==> src/rtl/fpsr_pkg.sv <==
package fpsr_pkg;
  localparam int unsigned REG_W    = 32;
  localparam int unsigned COND_W   = 4;
  localparam int unsigned COND_LSB = 28;
  localparam int unsigned MODE_W   = 5;
  localparam int unsigned MODE_LSB = 22;
  localparam int unsigned NFLAG    = 6;
  localparam int unsigned INEXACT_IDX = 4;
  // flags that drive the interrupt: everything except inexact
  localparam logic [NFLAG-1:0] IRQ_FLAGS = 6'b101111;

  typedef struct packed {
    logic       alt_half;
    logic       dflt_nan;
    logic       flush0;
    logic [1:0] rnd;
  } mode_t;

  // register bit position of flag index i
  function automatic int unsigned flag_pos(input int unsigned i);
    case (i)
      0: flag_pos = 0;
      1: flag_pos = 1;
      2: flag_pos = 2;
      3: flag_pos = 3;
      4: flag_pos = 4;
      default: flag_pos = 7;
    endcase
  endfunction
endpackage

==> src/rtl/fpsr_mode_bank.sv <==
module fpsr_mode_bank #(
  parameter int unsigned W = 5,
  parameter logic [W-1:0] RST_VAL = '0
) (
  input  logic         clk,
  input  logic         rst_n,
  input  logic         live_wr,
  input  logic         dflt_wr,
  input  logic         ctx_load,
  input  logic [W-1:0] wdata,
  output logic [W-1:0] live,
  output logic [W-1:0] dflt
);
  logic [W-1:0] dflt_q, live_q;

  always_ff @(posedge clk or negedge rst_n) begin
    if (!rst_n)       dflt_q <= RST_VAL;
    else if (dflt_wr) dflt_q <= wdata;
  end

  // context start takes precedence over a software write
  always_ff @(posedge clk or negedge rst_n) begin
    if (!rst_n)        live_q <= RST_VAL;
    else if (ctx_load) live_q <= dflt_q;
    else if (live_wr)  live_q <= wdata;
  end

  assign live = live_q;
  assign dflt = dflt_q;
endmodule

==> src/rtl/fpsr_cond_bank.sv <==
module fpsr_cond_bank #(
  parameter int unsigned W = 4
) (
  input  logic         clk,
  input  logic         rst_n,
  input  logic         cmp_vld,
  input  logic [W-1:0] cmp_code,
  output logic [W-1:0] cond
);
  logic [W-1:0] cond_q;
  always_ff @(posedge clk or negedge rst_n) begin
    if (!rst_n)       cond_q <= '0;
    else if (cmp_vld) cond_q <= cmp_code;
  end
  assign cond = cond_q;
endmodule

==> src/rtl/fpsr_sticky_bank.sv <==
module fpsr_sticky_bank #(
  parameter int unsigned N = 6
) (
  input  logic         clk,
  input  logic         rst_n,
  input  logic         sw_wr,
  input  logic [N-1:0] sw_val,
  input  logic         set_vld,
  input  logic [N-1:0] set_val,
  output logic [N-1:0] q
);
  for (genvar g = 0; g < N; g++) begin : g_flag
    logic bit_q;
    // a datapath set beats a software clear of the same bit
    always_ff @(posedge clk or negedge rst_n) begin
      if (!rst_n)                     bit_q <= 1'b0;
      else if (set_vld && set_val[g]) bit_q <= 1'b1;
      else if (sw_wr)                 bit_q <= sw_val[g];
    end
    assign q[g] = bit_q;
  end
endmodule

==> src/rtl/fpsr_irq_gen.sv <==
module fpsr_irq_gen #(
  parameter int unsigned N = 6,
  parameter logic [N-1:0] MASK = '1
) (
  input  logic         clk,
  input  logic         rst_n,
  input  logic [N-1:0] flags,
  output logic         irq
);
  logic irq_q;
  logic [N-1:0] contrib;
  assign contrib = flags & MASK;
  always_ff @(posedge clk or negedge rst_n) begin
    if (!rst_n) irq_q <= 1'b0;
    else        irq_q <= |contrib;
  end
  assign irq = irq_q;
endmodule

==> src/rtl/fpu_status_ctrl.sv <==
module fpu_status_ctrl
  import fpsr_pkg::*;
#(
  parameter logic [MODE_W-1:0] DFLT_RESET = '0
) (
  input  logic              clk,
  input  logic              rst_n,
  input  logic              bus_wr_en,
  input  logic [REG_W-1:0]  bus_wdata,
  output logic [REG_W-1:0]  bus_rdata,
  input  logic              dflt_wr_en,
  output logic [REG_W-1:0]  dflt_rdata,
  input  logic              ctx_load,
  input  logic              op_valid,
  input  logic [NFLAG-1:0]  op_flags,
  input  logic              cmp_valid,
  input  logic [COND_W-1:0] cmp_nzcv,
  output logic              irq
);
  localparam int unsigned MODE_MSB = MODE_LSB + MODE_W - 1;
  localparam int unsigned COND_MSB = COND_LSB + COND_W - 1;

  mode_t              live_mode, dflt_mode;
  logic [MODE_W-1:0]  live_raw, dflt_raw;
  logic [COND_W-1:0]  cond;
  logic [NFLAG-1:0]   flags, sw_flag_val;
  logic               unused_wdata;

  // write data for the flags, gathered from their register positions
  for (genvar i = 0; i < NFLAG; i++) begin : g_wsel
    assign sw_flag_val[i] = bus_wdata[flag_pos(i)];
  end

  // bits that writes never reach: condition field and reserved bits
  assign unused_wdata = &{bus_wdata[COND_MSB:COND_LSB], bus_wdata[27],
                          bus_wdata[21:8], bus_wdata[6:5]};

  fpsr_mode_bank #(.W(MODE_W), .RST_VAL(DFLT_RESET)) u_mode (
    .clk(clk), .rst_n(rst_n),
    .live_wr(bus_wr_en), .dflt_wr(dflt_wr_en), .ctx_load(ctx_load),
    .wdata(bus_wdata[MODE_MSB:MODE_LSB]),
    .live(live_raw), .dflt(dflt_raw)
  );

  fpsr_cond_bank #(.W(COND_W)) u_cond (
    .clk(clk), .rst_n(rst_n),
    .cmp_vld(cmp_valid), .cmp_code(cmp_nzcv), .cond(cond)
  );

  fpsr_sticky_bank #(.N(NFLAG)) u_flags (
    .clk(clk), .rst_n(rst_n),
    .sw_wr(bus_wr_en), .sw_val(sw_flag_val),
    .set_vld(op_valid), .set_val(op_flags), .q(flags)
  );

  fpsr_irq_gen #(.N(NFLAG), .MASK(IRQ_FLAGS)) u_irq (
    .clk(clk), .rst_n(rst_n), .flags(flags), .irq(irq)
  );

  assign live_mode = mode_t'(live_raw);
  assign dflt_mode = mode_t'(dflt_raw);

  always_comb begin
    bus_rdata = '0;
    bus_rdata[COND_MSB:COND_LSB] = cond;
    bus_rdata[MODE_MSB:MODE_LSB] = live_mode;
    for (int i = 0; i < NFLAG; i++) bus_rdata[flag_pos(i)] = flags[i];
  end

  always_comb begin
    dflt_rdata = '0;
    dflt_rdata[MODE_MSB:MODE_LSB] = dflt_mode;
  end
endmodule

==> config.mk <==
export PLATFORM = sky130hd
export DESIGN_NAME = fpu_status_ctrl
export DESIGN_NICKNAME = d
export VERILOG_FILES = /design/src/rtl/fpsr_pkg.sv /design/src/rtl/fpsr_mode_bank.sv /design/src/rtl/fpsr_cond_bank.sv /design/src/rtl/fpsr_sticky_bank.sv /design/src/rtl/fpsr_irq_gen.sv /design/src/rtl/fpu_status_ctrl.sv
export SDC_FILE = /design/constraint.sdc
export NUM_CORES = 1
export LEC_CHECK = 0
export BUFFER_PORTS_ARGS = -buffer_cell sky130_fd_sc_hd__buf_2
export CAP_MARGIN = 10
export CORE_MARGIN = 4
export CORE_UTILIZATION = 37
export CTS_CLUSTER_SIZE = 16
export DETAILED_ROUTE_END_ITERATION = 10
export PLACE_DENSITY = 0.76
export SYNTH_ARGS = -nofsm -noshare
export SYNTH_HDL_FRONTEND = slang
export SYNTH_SLANG_ARGS = --single-unit
==> constraint.sdc <==
create_clock -name clk -period 1.1 [get_ports clk]
set_input_delay 0.165 -clock clk [delete_from_list [all_inputs] [get_ports clk]]
set_output_delay 0.165 -clock clk [all_outputs]
set_load 0.03 [all_outputs]
After elaboration in Yosys (flattened, before gate mapping)
Cells that the tools add are included.
Storage, ports and cells
  bits in registers: 21
  logic and storage cells: 38
Operators by class
  mux-type cells: 14
  reduce and logical (&&, ||, !) cells: 14
Operators with widths (count)
  $reduce_bool 2->1: 7
  $mux 1: 12
  $mux 5: 2
  $logic_and 1x1->1: 6
  $reduce_or 5->1: 1

Longest topological paths before layout
Gate-level depths: netlist (run 1).
  depth in word-level cells: 2
  mapped depth: 4
  gate-level depth less buffers: 2

By module
From an unflattened synthesis (run 1), not the netlist that was laid out.
Second synthesis, totals
  cells, all modules: 114
  area, all modules: 1243.7 um2
Modules (own cells, without submodules)
  fpsr_mode_bank: instances 1, cells each 32, area each 412.9 um2, seq. area each 250.2 um2
  fpu_status_ctrl: instances 1, cells each 45, area each 334.1 um2, seq. area each 0.0 um2
  fpsr_sticky_bank: instances 1, cells each 25, area each 314.1 um2, seq. area each 150.1 um2
  fpsr_cond_bank: instances 1, cells each 8, area each 145.1 um2, seq. area each 100.1 um2
  fpsr_irq_gen: instances 1, cells each 4, area each 37.5 um2, seq. area each 25.0 um2

Worst setup path after synthesis (run 1)
No wires, ideal clock.
  kind: register -> register
  start point: register u_mode.dflt[0] (netlist name)
  end point: register u_mode.dflt_q[0], in the netlist u_mode.dflt[0]
  data arrival time: 0.768 ns
  required time: 0.975 ns
  path slack: 0.207 ns
  stages on the path, launching flop included: 2
  path buffers: 0
  clock period less this slack: 0.893 ns
  path through: dfrtp_1 mux2_2
RTL lines
  end signal, assigned: RTL line fpsr_mode_bank.sv:18  | else if (dflt_wr) dflt_q <= wdata;
  end, declared: RTL line fpsr_mode_bank.sv:14  | logic [W-1:0] dflt_q, live_q;

Final worst setup path (run 1)
  start point: register u_mode.dflt_q[4], in the netlist u_mode.dflt[4]
  end point: output dflt_rdata[26]
RTL lines
  end, declared: RTL line fpu_status_ctrl.sv:12  | output logic [REG_W-1:0] dflt_rdata,
No word-level cell between the ends.

==> flow_summary.ini, run 1 <==
[status]
status = completed

[floorplanning]
dieHeight_um = 66.0
die-width_um = 66.0
core_area_mm2 = 0.00313
initial_core_util_pct = 39.8
rows = 20
ios = 114
die_area_mm2 = 0.00436

[timing]
fin_setup_tns_ns = 0
setup_violations = 0
fin_crit_sh_pct = 95.5
period_needed_ns = 1.05
rsz0062_at_grt = false
hold_viol_final = 0
fin_worst_skew_ns = 0.000325
drv_slew = 0
fmax_mhz = 952
holdWs_ns = 0.0829
fin_ws_ns = 0.0498

[global_route]
overflow = 0
grt_pass1_vias = 712
met3_usage_pct = 3.57
antenna_found_initial = 0
grt_usage_pct = 9.89
busiest_layer = met2
grt_pass1_wl_mm = 3.28
use_met1_pct = 11.9
met2_usage_pct = 16.8
grt_max_degree = 22

[placed_design]
place_congestion = 0.622
place_inst = 197
port_buffers = 48
dp_hpwl_mm = 1.87
place_ws_ns = 0.0996

[cts]
clk_pin_slew_ns = 0.11
h-tree-depth = 1
clock_latency_ns = 0.30
cts_tree = yes
cts_num_sinks = 21
cts_buffer_depth = 2
cts-buffers-inserted = 3
cts_root_buf = clkbuf_4

[synth]
ys_ff_latch = 21
synth_area_leaders = dfrtp_1 (42%), buf_4 (30%), mux2_2 (8.1%)
ys_types = 15
async_flop_share_pct = 100
ys_warn_count = 0
yosysTopAreaCellShare_pct = 42.2
syn_area_mm2 = 0.00124
synth_seq_area_share_pct = 42.2
synth.avg_cell_area_um2 = 10.9
synthFlopType = dfrtp_1
syn-instance-count = 114
yosysMostFrequentCell = buf_4
synth_common_cells = buf_4 (50), dfrtp_1 (21), mux2_2 (9), a221o_1 (6), nand2_1 (6)
synth_top_cell_by_area = dfrtp_1
synth-edff-count = 0

[min_path]
holdCritPathClass = in2reg
hold_end = u_flags.g_flag[5].bit_q
min_from = bus_wdata[7]
hold_depth = 2

[final_layout]
fin_nets = 210
drive_above_1_share_pct = 39.4
num_antenna_cells = 0
stdcell_count = 204
syn_to_final_growth_pct = 11.7

[pwr]
ir_worst_vdd_mv = 0.864
finalPower_mw = 1.93
p_leak_nw = 0.743
power.density_mw_per_mm2 = 1390

[worst_setup_path]
ff2ff_setup_slack_ns = 0.08
crit_path_max_incr_delay_ns = 0.41
r2r_end = u_flags.g_flag[3].bit_q
crit_type = reg2out
end_kind = output port
arrival_ns = 0.89
cpMaxStageDelayCell = dfrtp_1
cp.buffers_inverters = 1
cp-start-kind = flop
r2r_cells = 3
required_ns = 0.94
critPathMaxFanout = 3
r2r-start = u_flags.g_flag[3].bit_q
critPathTopFamily = flip-flops
crit_chain = buf_4

[route]
dr.pass1.iters = 3
first_iter_violations = 31
routed_wl_mm = 2.28
wl_per_cell_um = 11.2
vias = 809
antenna_left = 0
route.detailed.drc = 0
viasPerCell = 3.97

[job]
maxCapViolations = 0
[logic make-up after synthesis]
kind of cell	after synthesis	synth area share (%)
flops	21	42.2
compound gates	11	6.83
other cells	1	0.301
simple gates	14	5.93
mux	14	12.2
buf+inv	53	32.6
[sequential cells by signal (all words and copies together), names as in the netlist]
name,flops
u_flags.g_flag.bit_q,6
u_mode.dflt,5
u_irq.irq,1
u_cond.cond,4
u_mode.live,5
[where the power goes]
group          switching (mW)  internal [mW]  total (mW)  leakage, nW
combinational           0.476          0.198       0.674        0.487
sequential             0.0455          0.848       0.893        0.241
clock                   0.224          0.141       0.366       0.0150
total                   0.746           1.19        1.93        0.743
[cell type report]
type	instances	area (µm²)
clock buffers	4	26.3
fillers	318	1740
multi-input cells	83	475
flip-flops and latches	21	526
well taps	44	55.1
repair buffers	52	308
[stage by stage]
| stage | instance area, µm² | utilization (%) |
|---|---|---|
| floorplan | 1410 | - |
| global placement | 1300 | 41.7 |
| detailed placement | 1300 | 41.7 |
| CTS | 1340 | 42.8 |
| global route | 1390 | 44.4 |
| finish | 1390 | 44.4 |
[routing by layer]
| metal | part of all wire (%) | routed length [µm] | vias to the layer above |
|---|---|---|---|
| li1 | - | - | 382 |
| met1 | 37 | 847 | 377 |
| met2 | 50 | 1140 | 48 |
| met3 | 12 | 282 | 2 |
| met4 | 0.40 | 9 | 0 |
| met5 | 0 | 0 | - |
[worst max-delay path by stage]
stage	startpoint	to	depth (start not counted)
2_1_floorplan	u_mode.dflt[0]	u_mode.dflt[0]	1
3_3_place_gp	bus_wr_en	u_mode.live[1]	4
3_5_place_dp	bus_wr_en	u_mode.live[2]	4
4_1_cts	u_flags.g_flag[1].bit_q	bus_rdata[1]	1
5_1_grt	u_mode.live[1]	bus_rdata[23]	1
6_report	u_mode.dflt[4]	dflt_rdata[26]	1
[timing repair]
action / CTS / global route
hold buffers: 1 / 0
endpoints found under the hold margin: 21 / 0
resized for setup: 0 / 18
buffers inserted: 0 / 2
endpoints found under the setup margin: 0 / 8
[layout by cell type, fill, tap and decap left out]
master | Yosys | final
conb_1 | 1 | 44
buf_2 | 0 | 40
dfrtp_1 | 21 | 21
mux2_2 | 9 | 9
nand2_1 | 6 | 6
a221o_1 | 6 | 6
mux2i_1 | 5 | 5
o21ai_0 | 5 | 5
clkbuf_4 | 0 | 5
buf_4 | 50 | 5
and2b_1 | 4 | 4
buf_6 | 1 | 4
nor2b_1 | 2 | 2
nor2_1 | 1 | 1
nor3_1 | 1 | 1
clkbuf_1 | 1 | 1
dlygate4sd3_1 | 0 | 1
Note: power is estimated with default switching activity, not from simulation.
==> run 2: changes to the inputs <==
- SYNTH_HIERARCHICAL: unset -> 1
==> flow_summary.ini, run 2 <==
[route]
first_iter_violations = 8
route.detailed.drc = 0
wl_per_cell_um = 10.8
routed_wl_mm = 2.22
dr.pass1.iters = 3
antenna_left = 0
vias = 793
viasPerCell = 3.87

[worst_setup_path]
r2r-start = u_flags/g_flag[5].bit_q
cp_num_cells = 1
arrival_ns = 0.89
crit_type = reg2out
cp.buffers_inverters = 1
r2r_cells = 3
critPathTopFamily = flip-flops
end_kind = output port
crit_path_start = u_mode/dflt[3]
cpMaxStageDelayCell = dfrtp_1
cp-start-kind = flop
required_ns = 0.94
crit_path_max_incr_delay_ns = 0.41
crit_chain = buf_2
critPathMaxFanout = 3

[cts]
clk_pin_slew_ns = 0.11
cts_buffer_depth = 2
cts_tree = yes
clock_latency_ns = 0.29
cts-buffers-inserted = 3
cts_root_buf = clkbuf_4
h-tree-depth = 1
cts_num_sinks = 21

[placed_design]
place_congestion = 0.680
placed_area_mm2 = 0.00130
port_buffers = 48
dp_hpwl_mm = 1.80

[final_layout]
syn_to_final_growth_pct = 11.7
top_register = u_flags/g_flag.bit_q
layout_common_cells = conb_1 (44), buf_2 (41), dfrtp_1 (21)
nFillCells = 318
drive_above_1_share_pct = 42.2
num_antenna_cells = 0
final_area_mm2 = 0.00139
final_common_cell = conb_1
largest_reg_flops = 6
fin_nets = 211

[timing]
fmax_mhz = 948
hold_viol_final = 0
fin_worst_skew_ns = 0.000610
fin_crit_sh_pct = 95.9
setup_violations = 0
drv_slew = 0
holdWs_ns = 0.0900
period_needed_ns = 1.05

[global_route]
grt_pass1_vias = 696
grt_max_degree = 22
grt_pass1_wl_mm = 3.05
grt_usage_pct = 9.32
antenna_found_initial = 0
overflow = 0

[floorplanning]
die_area_mm2 = 0.00435
core_area_mm2 = 0.00313
ios = 114
initial_core_util_pct = 39.8
rows = 20
die-width_um = 66.0
dieHeight_um = 66.0

[min_path]
holdCritPathClass = in2reg
hold_depth = 2
min_from = bus_wdata[7]

[pwr]
p_sw_share_pct = 38.3
seqPwrFrac_pct = 46.2
p_leak_nw = 0.736
pwr-share-clk_pct = 18.5
ir_worst_vdd_mv = 0.440
power.density_mw_per_mm2 = 1390
intPower_mw = 1.19
p_sw_mw = 0.738
power_frac_comb_pct = 35.2

[synth]
ys_warn_count = 6
async_flop_share_pct = 100
ys_types = 14
syn-instance-count = 114
yosysTopAreaCellShare_pct = 42.3
yosysMostFrequentCell = buf_4
synth-edff-count = 0
synthFlopType = dfrtp_1
syn_area_mm2 = 0.00124
synth_common_cells = buf_4 (51), dfrtp_1 (21), mux2_2 (9), a221o_1 (6), nand2_1 (6)
ys_ff_latch = 21
synth_top_cell_by_area = dfrtp_1
synth_area_leaders = dfrtp_1 (42%), buf_4 (31%), mux2_2 (8.1%)
synth_seq_area_share_pct = 42.3
synth.avg_cell_area_um2 = 10.9

[job]
maxCapViolations = 0

[status]
status = completed
[run 2: power groups by stage]
stage          registers (mW)  clock network, mW  logic, mW
2_1_floorplan            1.01                  0      0.518
3_3_place_gp            0.904                  0      0.635
3_5_place_dp            0.906                  0      0.640
4_1_cts                 0.891              0.370      0.643
5_1_grt                 0.904              0.420      0.720
6_report                0.891              0.357      0.679
[run 2: area by class of cell]
cell class	instances	area (µm²)	area share (%)
Multi-Input combinational cell	83	480	34.6
Clock buffer	4	26.3	1.89
Timing Repair Buffer	53	302	21.7
Sequential cell	21	526	37.8
Tap cell	44	55.1	3.96
[run 2: layer usage]
layer	up-vias	wire length (µm)	global-route usage (%)
li1	381	-	-
met1	362	812	9.83
met2	46	1130	16.3
met3	4	238	1.87
met4	0	36	6.85
met5	-	0	0
[run 2: cell families (layout without fill, tap and decap cells)]
| group | after synthesis | count (layout) | synth area share, % |
|---|---|---|---|
| AND/OR/NAND/NOR | 14 | 14 | 6.34 |
| buffers and inverters | 53 | 57 | 32.1 |
| flip-flops | 21 | 21 | 42.3 |
| multiplexers | 14 | 14 | 12.2 |
| other | 1 | 44 | 0.302 |
| AO/OA/AOI/OAI | 11 | 11 | 6.84 |
[run 2: final timing paths]
check / to / slack [ns]
setup reg to reg: u_flags/g_flag[5].bit_q / 0.08
hold reg to reg: u_irq/irq / 0.49
hold / removal: u_flags/g_flag[5].bit_q / 0.09
max in group asynchronous: u_flags/g_flag[5].bit_q / 0.45
min in group asynchronous: u_mode/live[3] / 0.35
setup / recovery: dflt_rdata[25] / 0.05
[run 2: through the flow]
stage	util (%)	TNS [ns]	worst slack [ns]	std cells	power (mW)
global placement	41.6	0	0.0721	196	1.54
detailed placement	41.6	0	0.0935	196	1.55
finish	44.4	0	0.0451	205	1.93
CTS	42.8	0	0.0254	201	1.90
floorplan	-	0	0.207	157	1.53
global route	44.4	-0.00238	-0.00229	205	2.04
[run 2: timing repair]
item | in CTS | in global routing
resized for setup | 0 | 14
hold buffers | 1 | 0
hold endpoints to repair | 21 | 0
endpoints found under the setup margin | 0 | 7
setup buffers | 0 | 4
